===== src/rtl/hd_pkg.sv =====
// Shared definitions for the channel hit detector.
// Holds the qualification scheme encoding and the hit type codes.
package hd_pkg;

    typedef enum logic [1:0] {
        TRIG_SINGLE = 2'b00,
        TRIG_DOUBLE = 2'b01,
        TRIG_RUNLEN = 2'b10,
        TRIG_SPARE  = 2'b11
    } trig_mode_e;

    localparam logic [1:0] HTYPE_IDLE  = 2'b00;
    localparam logic [1:0] HTYPE_SELF  = 2'b01;
    localparam logic [1:0] HTYPE_NEIGH = 2'b10;
    localparam logic [1:0] HTYPE_BOTH  = 2'b11;

endpackage


===== src/rtl/hd_qualifier.sv =====
// Internal trigger qualifier.
// Looks at one sample per cycle and raises trig_o (combinational) on the
// sample that qualifies an excursion above thr_lo under the selected scheme.
// Only one trigger is given per excursion: a fired flag blocks further
// triggers until a sample at or below thr_lo is seen.
// Assumes the thresholds and the run length are quasi-static.
module hd_qualifier #(
    parameter int SMP_W = 9,
    parameter int LEN_W = 6
) (
    input  logic             clk,
    input  logic             rst_n,
    input  logic [SMP_W-1:0] sample_i,
    input  logic [1:0]       mode_i,
    input  logic [SMP_W-1:0] thr_lo_i,
    input  logic [SMP_W-1:0] thr_hi_i,
    input  logic [LEN_W-1:0] qual_len_i,
    output logic             above_o,
    output logic             trig_o
);
    import hd_pkg::*;

    localparam logic [LEN_W-1:0] LEN_ONE = LEN_W'(1);

    logic [LEN_W-1:0] run_q;
    logic [LEN_W-1:0] run_nx;
    logic [LEN_W-1:0] qlen_eff;
    logic             fired_q;
    trig_mode_e       mode;

    assign mode     = trig_mode_e'(mode_i);
    assign above_o  = (sample_i > thr_lo_i);
    assign qlen_eff = (qual_len_i == '0) ? LEN_ONE : qual_len_i;
    // run length including the current sample, saturating
    assign run_nx   = (&run_q) ? run_q : run_q + LEN_ONE;

    // Decide whether the current sample qualifies the excursion.
    always_comb begin
        trig_o = 1'b0;
        if (above_o && !fired_q) begin
            case (mode)
                TRIG_DOUBLE: trig_o = (sample_i > thr_hi_i);
                TRIG_RUNLEN: trig_o = (run_nx >= qlen_eff);
                default:     trig_o = 1'b1;
            endcase
        end
    end

    // Track the current excursion length and the one-shot flag.
    always_ff @(posedge clk) begin
        if (!rst_n) begin
            run_q   <= '0;
            fired_q <= 1'b0;
        end else if (!above_o) begin
            run_q   <= '0;
            fired_q <= 1'b0;
        end else begin
            run_q <= run_nx;
            if (trig_o) begin
                fired_q <= 1'b1;
            end
        end
    end

endmodule


===== src/rtl/hd_window.sv =====
// Readout window controller.
// Opens a window on an internal trigger or on any neighbor flag, counts its
// length, accumulates the hit type and closes it on the minimum-length /
// below-threshold rule, on the maximum length or on mask.
// Assumes window length settings do not change while a window is open.
module hd_window #(
    parameter int LEN_W = 6,
    parameter int NB_N  = 2
) (
    input  logic             clk,
    input  logic             rst_n,
    input  logic             self_trig_i,
    input  logic             above_i,
    input  logic [NB_N-1:0]  nb_hit_i,
    input  logic             mask_i,
    input  logic [LEN_W-1:0] hit_len_i,
    input  logic [LEN_W-1:0] max_len_i,
    output logic             open_o,
    output logic             active_o,
    output logic [1:0]       type_o,
    output logic             int_hit_o
);
    import hd_pkg::*;

    localparam logic [LEN_W-1:0] LEN_ONE = LEN_W'(1);

    logic [NB_N-1:0]  nb_live;
    logic             nb_any;
    logic             trig_self;
    logic             close;
    logic [1:0]       src_code;
    logic [LEN_W-1:0] cnt_q;
    logic [LEN_W-1:0] hl_eff;
    logic [LEN_W-1:0] ml_eff;
    logic             act_q;
    logic [1:0]       type_q;
    logic             ih_q;

    // Gate each neighbor flag with the mask.
    for (genvar g = 0; g < NB_N; g++) begin : g_nb
        assign nb_live[g] = nb_hit_i[g] & ~mask_i;
    end

    assign nb_any    = |nb_live;
    assign trig_self = self_trig_i & ~mask_i;
    assign src_code  = (nb_any ? HTYPE_NEIGH : HTYPE_IDLE) |
                       (trig_self ? HTYPE_SELF : HTYPE_IDLE);
    assign hl_eff    = (hit_len_i == '0) ? LEN_ONE : hit_len_i;
    assign ml_eff    = (max_len_i == '0) ? LEN_ONE : max_len_i;
    assign open_o    = !act_q && (src_code != HTYPE_IDLE);
    assign close     = act_q && (mask_i || (cnt_q >= ml_eff) ||
                                 ((cnt_q >= hl_eff) && !above_i));

    // Window state, length count and accumulated type.
    always_ff @(posedge clk) begin
        if (!rst_n) begin
            act_q  <= 1'b0;
            cnt_q  <= '0;
            type_q <= HTYPE_IDLE;
        end else if (open_o) begin
            act_q  <= 1'b1;
            cnt_q  <= LEN_ONE;
            type_q <= src_code;
        end else if (close) begin
            act_q  <= 1'b0;
            cnt_q  <= '0;
            type_q <= HTYPE_IDLE;
        end else if (act_q) begin
            cnt_q  <= cnt_q + LEN_ONE;
            type_q <= type_q | src_code;
        end
    end

    // One-cycle internal-hit pulse toward the neighbors.
    always_ff @(posedge clk) begin
        if (!rst_n) begin
            ih_q <= 1'b0;
        end else begin
            ih_q <= trig_self;
        end
    end

    assign active_o  = act_q;
    assign type_o    = type_q;
    assign int_hit_o = ih_q;

endmodule


===== src/rtl/hd_stamp.sv =====
// Timestamp capture register.
// Loads the global timestamp on the cycle a window opens and holds it
// otherwise. Assumes ts_i is synchronous to clk.
module hd_stamp #(
    parameter int TS_W = 12
) (
    input  logic            clk,
    input  logic            rst_n,
    input  logic            load_i,
    input  logic [TS_W-1:0] ts_i,
    output logic [TS_W-1:0] ts_o
);

    logic [TS_W-1:0] ts_q;

    // Capture on window opening.
    always_ff @(posedge clk) begin
        if (!rst_n) begin
            ts_q <= '0;
        end else if (load_i) begin
            ts_q <= ts_i;
        end
    end

    assign ts_o = ts_q;

endmodule


===== src/rtl/chan_hit_detect.sv =====
// Self-triggered channel hit detector (top).
// Joins the qualifier, the window controller and the timestamp register.
// Outputs are registered and follow the triggering sample by one edge.
// Assumes one sample per clock and inputs synchronous to clk.
module chan_hit_detect #(
    parameter int SMP_W = 9,
    parameter int LEN_W = 6,
    parameter int TS_W  = 12,
    parameter int NB_N  = 2
) (
    input  logic             clk,
    input  logic             rst_n,
    input  logic [SMP_W-1:0] sample_i,
    input  logic [1:0]       mode_i,
    input  logic [SMP_W-1:0] thr_lo_i,
    input  logic [SMP_W-1:0] thr_hi_i,
    input  logic [LEN_W-1:0] qual_len_i,
    input  logic [LEN_W-1:0] hit_len_i,
    input  logic [LEN_W-1:0] max_len_i,
    input  logic             mask_i,
    input  logic [NB_N-1:0]  nb_hit_i,
    input  logic [TS_W-1:0]  ts_i,
    output logic             hit_active_o,
    output logic [1:0]       hit_type_o,
    output logic [TS_W-1:0]  hit_ts_o,
    output logic             int_hit_o
);

    logic above;
    logic self_trig;
    logic win_open;

    hd_qualifier #(.SMP_W(SMP_W), .LEN_W(LEN_W)) u_qual (
        .clk        (clk),
        .rst_n      (rst_n),
        .sample_i   (sample_i),
        .mode_i     (mode_i),
        .thr_lo_i   (thr_lo_i),
        .thr_hi_i   (thr_hi_i),
        .qual_len_i (qual_len_i),
        .above_o    (above),
        .trig_o     (self_trig)
    );

    hd_window #(.LEN_W(LEN_W), .NB_N(NB_N)) u_win (
        .clk         (clk),
        .rst_n       (rst_n),
        .self_trig_i (self_trig),
        .above_i     (above),
        .nb_hit_i    (nb_hit_i),
        .mask_i      (mask_i),
        .hit_len_i   (hit_len_i),
        .max_len_i   (max_len_i),
        .open_o      (win_open),
        .active_o    (hit_active_o),
        .type_o      (hit_type_o),
        .int_hit_o   (int_hit_o)
    );

    hd_stamp #(.TS_W(TS_W)) u_stamp (
        .clk    (clk),
        .rst_n  (rst_n),
        .load_i (win_open),
        .ts_i   (ts_i),
        .ts_o   (hit_ts_o)
    );

endmodule


===== config.mk =====
export PLATFORM = sky130hd
export DESIGN_NAME = chan_hit_detect
export DESIGN_NICKNAME = d
export VERILOG_FILES = /design/src/rtl/hd_pkg.sv /design/src/rtl/hd_qualifier.sv /design/src/rtl/hd_window.sv /design/src/rtl/hd_stamp.sv /design/src/rtl/chan_hit_detect.sv
export SDC_FILE = /design/constraint.sdc
export NUM_CORES = 1
export LEC_CHECK = 0
export BUFFER_PORTS_ARGS = -buffer_cell sky130_fd_sc_hd__buf_4
export CORE_MARGIN = 4
export CORE_UTILIZATION = 49
export DETAILED_ROUTE_END_ITERATION = 8
export MAX_ROUTING_LAYER = met4
export PLACE_DENSITY = 0.79
export SLEW_MARGIN = 20
export SYNTH_ARGS = -nofsm -noshare
export SYNTH_HDL_FRONTEND = slang
export SYNTH_SLANG_ARGS = --single-unit

===== constraint.sdc =====
create_clock -name clk -period 3.2 [get_ports clk]
set_input_delay 0.64 -clock clk [delete_from_list [all_inputs] [get_ports clk]]
set_output_delay 0.64 -clock clk [all_outputs]
set_load 0.02 [all_outputs]

==> reports/results.ini, run 1 <==
[flow_run]
cap_violations=0

[yosys]
async_flop_share=0
netlist_instances=262
synthDistinctLibCells=35
synthMuxAreaShare=0.06494
synth_xor_area_frac=0.02816
netlist_top_cells_count=ha_1, inv_1, nand2_1
synth_fa_ha_area_frac=0.2299
ys_seq_elements=29
synth-simple-area-share=0.1764
synth_most_common_cell=ha_1
synth_compound_area_frac=0.1563
synth_area_per_cell_sq_um=8.309
synth_area_sq_um=2177
synthFlopType=dfxtp_1
synth_top_family_by_area=adder cells
synth.area.top_cells=dfxtp_1, ha_1, inv_1
ys_warn_count=0
synth_area_leader_cell=dfxtp_1
synth_edf_count=0
syn_nets=366
synth_top_area_share=0.2667
yosysSeqAreaShare=0.2667

[setup_path]
crit_start=u_qual.run_q[0]$_SDFF_PN0_
slowest_stage=dfxtp_1
path_cells=ha_2 -> nand4_1 -> inv_1 -> nand2_1 -> xnor2_2 -> ha_1 -> nand2b_1 -> a21oi_1 -> o21ai_0 -> a41o_1 -> o211ai_4 -> buf_4 -> nand4_1 -> a21oi_1
cpPeakStageDelay_ps=390
required_ps=3410
start_kind=flop
worstSetupPathType=reg2reg
critPathBufInv=2
crit_family=compound AO/OA/AOI/OAI gates
arrival_ps=3160
critPathCaptureType=flop
r2r_start=u_qual.run_q[0]$_SDFF_PN0_
path_max_fanout=7

[detailed_routing]
wl_met1_um=2110
drt_first_iter_violations=71
vias_per_cell=5.285
drc=0
drt_wl_total_um=5090
num_vias=2098
top_layer_used=met4
wl_met3_um=334
ant_nets=0
wl_per_cell_um=12.82
wl_met2_um=2550
dr.pass1.iters=4

[grt]
grt.overflow.total=0
grt_pass1_vias=2086
grt_usage=0.1954
antenna_found_initial=0
grt_pass1_wl_um=8383
grt_max_degree=30

[sta]
setup_ws_ps=243.1
clock_skew_ps=8.180
whs_ps=459.1
layout_min_cycle_time_ps=2957
finalHoldViolCount=0
slew_headroom=0.4847
fmax_mhz=338.2
period_share=0.9240
setup_viol=0
finalMaxSlewViolations=0
tightest_slew_ps=771.3

[power_and_ir_drop]
leakage_nw=1.583
p_per_area_nw_per_um2=362.9
ir_drop_v=0.0002313

[clock_network]
clk_pin_slew_ps=70
htree_levels=2
clock_path_buffers=2
cts_tree=built
clock_sinks=29
cts_inserted_buffers=5
insertion_delay_ps=280
root_buffer=clkbuf_8

[place]
gp_congestion=0.8431
pre_cts_ws_ps=129.1
dp_hpwl_um=4126
placed_cell_area_sq_um=2806
port-buffer-count=79
placed_cells=386

[floorplan]
num_io_pins=80
die_w_um=74.66
floorplan.die.height_um=74.66
core-area_sq_um=4144
rows=23
initial_utilization=0.5254
die_area_sq_um=5573

[layout]
regArea_sq_um=580.6
fillers=346
antenna_cells=0
synthToLayoutAreaGrowth_pct=36.32
nets=450
drive_gt1_frac=0.2968
instances_no_fill=397
stdcell_area_sq_um=2968
multiInputGateArea_sq_um=1454

[hold_path]
hold_path_class=reg2reg
min_from=u_stamp.ts_o[11]$_SDFFE_PN0P_

[status]
status=finished clean

per-layer routing:
layer  vias up  GRT usage
met5         -          -
met4         0    0.06917
met3        10    0.04940
met2        66     0.3337
met1       946     0.2210
li1       1076          -
cell usage in the layout, fill, tap and decap left out, types with 2 or more instances in the layout:
cell	instances
a21oi_4	3
buf_4	81
nand4_1	7
a31oi_1	4
a31o_2	3
a21oi_1	14
nor2b_1	2
xor2_1	3
nor3_2	3
clkbuf_8	6
nor3_1	7
nand3_1	5
inv_1	38
xnor2_1	3
nor2_1	12
nand2_1	38
ha_1	39
a21o_1	2
and3_1	4
a211oi_1	4
nand2b_1	4
o21ai_0	6
mux2i_1	13
dfxtp_1	29
o21bai_1	3
through the flow:
| stage | util | total power [mW] | TNS (ps) |
|---|---|---|---|
| detailed placement | 0.6772 | 0.6839 | 0 |
| finish | 0.7162 | 1.077 | 0 |
| global placement | 0.6772 | 0.6756 | 0 |
| global route | 0.7162 | 1.141 | -3.456 |
| floorplan | - | 0.5653 | 0 |
| CTS | 0.7062 | 1.081 | 0 |
layout make-up:
cell class                      count  share of cell area
Multi-Input combinational cell    191              0.4899
Timing Repair Buffer               81              0.2049
Sequential cell                    29              0.1956
Inverter                           38             0.04806
Clock buffer                        6             0.02782
Tap cell                           50             0.02108
Clock inverter                      2             0.01265
path summary, 6_finish.rpt:
check / end / slack (ps) / depth (start not counted)
hold / removal: u_stamp.ts_o[11]$_SDFFE_PN0P_ / 460 / 2
setup / recovery: u_win.cnt_q[1]$_SDFFE_PP0P_ / 240 / 14
hold reg to reg: u_stamp.ts_o[11]$_SDFFE_PN0P_ / 460 / 2
setup reg to reg: u_win.cnt_q[1]$_SDFFE_PP0P_ / 240 / 14
cells by family after synthesis:
kind of cell / Yosys count
and+or+nand+nor: 82
buffers and inverters: 43
AOI/OAI and AO/OA: 47
DFF: 29
muxes: 14
xor gates and xnor gates: 7
adders and majority gates: 40
sequential cells by signal, summed over array words and instances (netlist names):
signal,cells
u_win.int_hit_o,1
u_stamp.ts_o,12
u_qual.run_q,6
u_win.type_o,2
u_win.active_o,1
u_qual.fired_q,1
u_win.cnt_q,6
where the power goes:
part           total [mW]  switching [mW]  leakage [nW]  internal (mW)
registers           0.401          0.0186         0.237          0.383
clock network       0.394           0.141        0.0574          0.253
logic               0.281           0.138          1.29          0.143
total                1.08           0.298          1.58          0.779
worst register-to-register path, stage by stage (launching register included):
cell and delay (ps):
dfxtp_1 390, ha_2 250, nand4_1 120, inv_1 70
nand2_1 160, xnor2_2 190, ha_1 290, nand2b_1 140
a21oi_1 130, o21ai_0 80, a41o_1 280, o211ai_4 340
buf_4 180, nand4_1 80, a21oi_1 180
timing repair:
item	CTS	global route
setup endpoints to repair	0	15
gates resized for setup	0	3
hold buffers	0	0
buffers inserted	0	2
No activity file was read; power rests on OpenSTA's default activity.
==> inputs of run 2 (changes only) <==
--- a/config.mk
+++ b/config.mk
@@ -5,12 +5,11 @@
 export SDC_FILE = /design/constraint.sdc
 export NUM_CORES = 1
 export LEC_CHECK = 0
-export BUFFER_PORTS_ARGS = -buffer_cell sky130_fd_sc_hd__buf_4
 export CORE_MARGIN = 4
 export CORE_UTILIZATION = 49
 export DETAILED_ROUTE_END_ITERATION = 8
+export DONT_BUFFER_PORTS = 1
 export MAX_ROUTING_LAYER = met4
-export PLACE_DENSITY = 0.79
 export SLEW_MARGIN = 20
 export SYNTH_ARGS = -nofsm -noshare
 export SYNTH_HDL_FRONTEND = slang
==> constraint.sdc (replaced) <==
create_clock -name clk -period 3.2 [get_ports clk]
set_input_delay 0.64 -clock clk [delete_from_list [all_inputs] [get_ports clk]]
set_output_delay 0.64 -clock clk [all_outputs]
set_load 0.005 [all_outputs]
==> run 2 against run 1 <==
Net effect: clock power is essentially flat; cell count shrank 20%; clock skew shrank 5.4 ps; via count fell by 19%; fmax up 6.5%; register-to-register slack better by 180 ps; flip-flop and latch count is the same; global-route usage down 2.6 points; largest cell class unchanged; highest routed layer unchanged.
==> reports/results.ini, run 2 (synthesis gave the netlist of run 1 again) <==
[power_and_ir_drop]
switching_power_mw=0.2479  ; was 0.2979 mW
swShare=0.2577  ; was 0.2766
power_frac_clock=0.408  ; was 0.366
p_comb_frac=0.173  ; was 0.261
intPower_mw=0.7141  ; was 0.7791 mW
leakage_nw=1.191  ; was 1.583 nW
ir_drop_v=0.0002581  ; was 0.0002313 V
p_per_area_nw_per_um2=407.5  ; was 362.9 nW/um^2
seqPwrFrac=0.420  ; was 0.373

[sta]
fmax_mhz=360.2  ; was 338.2 MHz
rsz0062_at_grt=no
setup_viol=0  ; unchanged
period_share=0.8677  ; was 0.9240
tightest_slew_ps=614.4  ; was 771.3 ps
slew_headroom=0.5896  ; was 0.4847
clock_skew_ps=2.815  ; was 8.180 ps
finalMaxSlewViolations=0  ; unchanged
fin_tns_setup_ps=0  ; unchanged
layout_min_cycle_time_ps=2777  ; was 2957 ps
finalHoldViolCount=0  ; unchanged

[layout]
final_cell_mix=ha_1, inv_1, nand2_1  ; was buf_4, ha_1, inv_1, nand2_1, dfxtp_1
final_util=0.5697  ; was 0.7162
synthToLayoutAreaGrowth_pct=8.448  ; was 36.32%
nets=370  ; was 450
largest_reg_flops=12  ; unchanged
multiInputGateArea_sq_um=1428  ; was 1454 sq um
mostFrequentLayoutCell=ha_1  ; was buf_4
regArea_sq_um=580.6  ; unchanged
fillers=406  ; was 346
drive_gt1_frac=0.07865  ; was 0.2968
antenna_cells=0  ; unchanged

[clock_network]
root_buffer=clkbuf_8  ; unchanged
htree_levels=2  ; unchanged
clk_pin_slew_ps=60  ; was 70 ps
clock_path_buffers=2  ; unchanged
hold_buffers=0  ; unchanged
cts_tree=built  ; unchanged
clock_sinks=29  ; unchanged
cts_inserted_buffers=5  ; unchanged
cts_resized=0  ; unchanged
insertion_delay_ps=280  ; about the same

[grt]
grt_usage=0.1697  ; was 0.1954
grt_max_degree=30  ; unchanged
grt_pass1_vias=1673  ; was 2086
grt.overflow.total=0  ; unchanged
antenna_found_initial=0  ; unchanged
grt_pass1_wl_um=7155  ; was 8383 um

[setup_path]
start_kind=flop  ; unchanged
path_max_fanout=15  ; was 7
path_cells=ha_1 -> nand4_1 -> inv_1 -> nand2_1 -> xnor2_1 -> ha_1 -> nand2b_1 -> a21oi_1 -> o21ai_0 -> a41o_1 -> o211ai_4 -> a21oi_4 -> buf_12 -> nor3_2  ; was ha_2 -> nand4_1 -> inv_1 -> nand2_1 -> xnor2_2 -> ha_1 -> nand2b_1 -> a21oi_1 -> o21ai_0 -> a41o_1 -> o211ai_4 -> buf_4 -> nand4_1 -> a21oi_1
path_depth=14  ; unchanged
ff2ff_path_depth=14  ; unchanged
worstSetupPathType=reg2reg  ; unchanged
crit_family=compound AO/OA/AOI/OAI gates  ; unchanged
slowest_stage=dfxtp_1  ; unchanged
critPathBufInv=2  ; unchanged
cpPeakStageDelay_ps=360  ; was 390 ps
r2r_slack_ps=420  ; was 240 ps
critPathCaptureType=flop  ; unchanged
required_ps=3410  ; about the same
timing.rr.end=u_win.cnt_q[5]$_SDFFE_PP0P_  ; was u_win.cnt_q[1]$_SDFFE_PP0P_
crit_start=u_qual.run_q[0]$_SDFF_PN0_  ; unchanged
arrival_ps=2980  ; was 3160 ps
r2r_start=u_qual.run_q[0]$_SDFF_PN0_  ; unchanged
crit_top_cell=ha_1
crit_end=u_win.cnt_q[5]$_SDFFE_PP0P_  ; was u_win.cnt_q[1]$_SDFFE_PP0P_

[floorplan]
core-area_sq_um=4144  ; unchanged
rows=23  ; unchanged
floorplan.die.height_um=74.66  ; unchanged
die_w_um=74.66  ; unchanged
die_area_sq_um=5573  ; unchanged
initial_utilization=0.5254  ; unchanged
num_io_pins=80  ; unchanged

[hold_path]
hold_path_class=reg2reg  ; unchanged
hold_path_depth=2  ; unchanged

[status]
status=finished clean  ; unchanged

[flow_run]
cap_violations=0  ; unchanged

[detailed_routing]
drt_first_iter_violations=34  ; was 71
vias_per_cell=5.375  ; was 5.285
ant_nets=0  ; unchanged
wl_per_cell_um=13.57  ; was 12.82 um
drc=0  ; unchanged
drt_wl_total_um=4302  ; was 5090 um
num_vias=1704  ; was 2098
dr.pass1.iters=4  ; unchanged

[place]
port-buffer-count=0  ; was 79
dp_hpwl_um=3594  ; was 4126 um
gp_congestion=0.8086  ; was 0.8431

[run 2: area by class of cell]
| cell class | instances | area share |
|---|---|---|
| multi-input cells | 190 | 0.6047 |
| repair buffers | 2 | 0.01166 |
| flip-flops and latches | 29 | 0.2459 |
| clock inverters | 2 | 0.01590 |
| well taps | 50 | 0.02650 |
| inverters | 38 | 0.06041 |
| clock buffers | 6 | 0.03498 |
[run 2: worst reg2reg max path, cell delays in order (launching register included)]
cell and delay, ps:
dfxtp_1 360, ha_1 240, nand4_1 130, inv_1 70, nand2_1 140, xnor2_1 250, ha_1 260, nand2b_1 140
a21oi_1 120, o21ai_0 90, a41o_1 290, o211ai_4 200, a21oi_4 90, buf_12 190, nor3_2 160
[run 2: per-layer routing]
layer,global-route usage,vias to the layer above,share of wire
met5,-,-,0
met3,0.07076,3,0.088
met1,0.2318,742,0.47
met4,0.02372,0,0.0049
met2,0.2400,49,0.43
li1,-,910,-
[run 2: worst min path at each step]
| stage | end | start |
|---|---|---|
| after floorplan | u_qual.fired_q$_SDFFE_PN0P_ | u_qual.fired_q$_SDFFE_PN0P_ |
| after global placement | u_stamp.ts_o[6]$_SDFFE_PN0P_ | u_stamp.ts_o[6]$_SDFFE_PN0P_ |
| after detailed placement | u_stamp.ts_o[8]$_SDFFE_PN0P_ | u_stamp.ts_o[8]$_SDFFE_PN0P_ |
| after CTS | u_win.int_hit_o$_SDFF_PN0_ | rst_n |
| after global routing | u_win.int_hit_o$_SDFF_PN0_ | rst_n |
| final | u_stamp.ts_o[8]$_SDFFE_PN0P_ | u_stamp.ts_o[8]$_SDFFE_PN0P_ |
[run 2: metrics by stage]
step	power [mW]	hold WS, ps	cell area, sq um	setup slack [ps]	instances
after floorplan	0.5466	449.6	2177	469.4	262
after global placement	0.5715	465.3	2221	269.4	308
after detailed placement	0.5730	473.6	2221	203.5	308
after CTS	0.9659	469.4	2341	194.0	316
after global routing	1.022	467.0	2361	111.1	317
final	0.9620	478.7	2361	423.4	317
[run 2: what timing repair did]
action | 4_1_cts | 5_1_grt
buffers inserted | 0 | 1
setup endpoints to repair | 0 | 7
hold endpoints to repair | 0 | 0
[run 2: power by group through the flow]
| stage | clock network [mW] | registers, mW | logic, mW |
|---|---|---|---|
| 6_report | 0.392 | 0.404 | 0.166 |
| 3_5_place_dp | 0 | 0.412 | 0.161 |
| 4_1_cts | 0.400 | 0.404 | 0.162 |
| 2_1_floorplan | 0 | 0.403 | 0.143 |
| 3_3_place_gp | 0 | 0.412 | 0.159 |
| 5_1_grt | 0.419 | 0.408 | 0.195 |
==> inputs of run 3 (changes only) <==
--- a/config.mk
+++ b/config.mk
@@ -6,7 +6,7 @@
 export NUM_CORES = 1
 export LEC_CHECK = 0
 export CORE_MARGIN = 4
-export CORE_UTILIZATION = 49
+export CORE_UTILIZATION = 50
 export DETAILED_ROUTE_END_ITERATION = 8
 export DONT_BUFFER_PORTS = 1
 export MAX_ROUTING_LAYER = met4
==> run 3 against run 2 <==
Net effect: setup slack got worse by 64 ps; highest routed layer unchanged; sequential share of layout area rose by 0.17 points; flip-flop and latch count did not move; cell count fell by 0.32%; critical path type unchanged.
==> reports/results.ini, run 3 (synthesis gave the netlist of run 1 again) <==
[power_and_ir_drop]
switching_power_mw=0.2448  ; was 0.2479 mW
p_per_area_nw_per_um2=397.6  ; was 407.5 nW/um^2
power_frac_clock=0.387  ; was 0.408
power.total_mw=0.9324  ; was 0.9620 mW
leakage_nw=1.188  ; was 1.191 nW
swShare=0.2626  ; was 0.2577
ir_drop_v=0.0002598  ; was 0.0002581 V
p_comb_frac=0.179  ; was 0.173
seqPwrFrac=0.434  ; was 0.420
intPower_mw=0.6875  ; was 0.7141 mW

[place]
dp_hpwl_um=3690  ; was 3594 um
gp_congestion=0.8245  ; was 0.8086
port-buffer-count=0  ; unchanged

[sta]
slew_headroom=0.5698  ; was 0.5896
fmax_mhz=352.0  ; was 360.2 MHz
clock_skew_ps=4.872  ; was 2.815 ps
rsz0062_at_grt=no  ; unchanged
whs_ps=478.9  ; was 478.7 ps
tightest_slew_ps=643.9  ; was 614.4 ps
layout_min_cycle_time_ps=2841  ; was 2777 ps
period_share=0.8877  ; was 0.8677
finalHoldViolCount=0  ; unchanged
setup_viol=0  ; unchanged
finalMaxSlewViolations=0  ; unchanged
fin_tns_setup_ps=0  ; unchanged

[floorplan]
num_io_pins=80  ; unchanged
core-area_sq_um=4115  ; was 4144 sq um
floorplan.die.height_um=73.99  ; was 74.66 um
rows=23  ; unchanged
die_w_um=73.99  ; was 74.66 um
die_area_sq_um=5474  ; was 5573 sq um
initial_utilization=0.5290  ; was 0.5254

[grt]
met3_usage=0.05405  ; was 0.07076
grt.overflow.total=0  ; unchanged
grt_pass1_vias=1650  ; was 1673
use_met1=0.2275  ; was 0.2318
grt_max_degree=30  ; unchanged
gr-usage-met2=0.2530  ; was 0.2400
grt_usage=0.1734  ; was 0.1697
grt-busiest-layer=met2  ; unchanged
antenna_found_initial=0  ; unchanged
grt_pass1_wl_um=7196  ; was 7155 um

[clock_network]
clk_pin_slew_ps=60  ; about the same
root_buffer=clkbuf_8  ; unchanged
cts_tree=built  ; unchanged
htree_levels=2  ; unchanged
insertion_delay_ps=280  ; about the same
clock_sinks=29  ; unchanged
cts_inserted_buffers=5  ; unchanged
clock_path_buffers=2  ; unchanged

[detailed_routing]
wl_per_cell_um=14.26  ; was 13.57 um
ant_nets=0  ; unchanged
drt_first_iter_violations=32  ; was 34
num_vias=1748  ; was 1704
drt_wl_total_um=4506  ; was 4302 um
dr.pass1.iters=4  ; unchanged
drc=0  ; unchanged
vias_per_cell=5.532  ; was 5.375

[setup_path]
arrival_ps=3040  ; was 2980 ps
path_max_fanout=15  ; unchanged
critPathCaptureType=flop  ; unchanged
required_ps=3400  ; was 3410 ps
start_kind=flop  ; unchanged
worstSetupPathType=reg2reg  ; unchanged
r2r_start=u_qual.run_q[0]$_SDFF_PN0_  ; unchanged
crit_start=u_qual.run_q[0]$_SDFF_PN0_  ; unchanged

[flow_run]
cap_violations=0  ; unchanged

[layout]
fillers=395  ; was 406
antenna_cells=0  ; unchanged
regArea_sq_um=580.6  ; unchanged
synthToLayoutAreaGrowth_pct=7.701  ; was 8.448%
drive_gt1_frac=0.07519  ; was 0.07865
mostFrequentLayoutCell=ha_1  ; unchanged
multiInputGateArea_sq_um=1428  ; unchanged
nets=370  ; unchanged
largest_reg_flops=12  ; unchanged
final_cell_mix=ha_1, inv_1, nand2_1  ; unchanged

[hold_path]
hold_path_class=reg2reg  ; unchanged
min_from=u_stamp.ts_o[7]$_SDFFE_PN0P_  ; was u_stamp.ts_o[8]$_SDFFE_PN0P_

[status]
status=finished clean  ; unchanged

## run 3: cell types whose count changed in the layout (fill, tap and decap cells not counted), sizes merged
cell      delta
clkbuf       -1
clkinv       +1
clkinvlp     -1
## run 3: per-layer routing
layer  up-vias  routed length [um]
met5         -                   0
met4         0                  50
met3        10                 360
met2        54                2036
met1       775                2058
li1        909                   -
## run 3: cell type report
type	instances	share of cell area
multi-input cells	190	0.6089
flip-flops and latches	29	0.2476
inverters	38	0.06083
clock buffers	5	0.02935
well taps	50	0.02668
clock inverters	2	0.01494
repair buffers	2	0.01174
## run 3: path summary, 6_finish.rpt
check / to / slack (ps) / cells past startpoint
worst min register to register: u_stamp.ts_o[7]$_SDFFE_PN0P_ / 480 / 2
worst max-delay path: u_win.cnt_q[3]$_SDFFE_PP0P_ / 360 / 13
worst max register to register: u_win.cnt_q[3]$_SDFFE_PP0P_ / 360 / 13
worst min-delay path: u_stamp.ts_o[7]$_SDFFE_PN0P_ / 480 / 2
## run 3: critical path: stages, from the launching register on
cell and delay, ps:
dfxtp_1 330, ha_1 250, nand4_1 130, inv_1 50
nand2_1 170, mux2_2 370, ha_1 290, a21oi_1 140
o21ai_0 100, a41o_1 290, o211ai_4 200, a21oi_4 90
buf_12 190, nor3_2 170
## run 3: what timing repair did
item,in CTS,in global routing
hold endpoints to repair,0,0
resized for setup,0,0
setup buffers,0,1
hold buffers,0,0
setup endpoints to repair,0,12
## run 3: power groups by stage
| stage | sequential (mW) | combinational (mW) | clock [mW] |
|---|---|---|---|
| 2_1_floorplan | 0.403 | 0.143 | 0 |
| 3_3_place_gp | 0.413 | 0.159 | 0 |
| 3_5_place_dp | 0.412 | 0.163 | 0 |
| 4_1_cts | 0.405 | 0.164 | 0.370 |
| 5_1_grt | 0.408 | 0.196 | 0.385 |
| 6_report | 0.404 | 0.167 | 0.361 |
## run 3: per-stage QoR
stage / instance area [sq um] / utilization / setup WS [ps] / instances
global placement: 2221 / 0.5397 / 284.4 / 308
CTS: 2325 / 0.5649 / 140.9 / 315
detailed placement: 2221 / 0.5397 / 145.5 / 308
global route: 2345 / 0.5698 / 134.4 / 316
finish: 2345 / 0.5698 / 359.3 / 316
floorplan: 2177 / - / 469.4 / 262
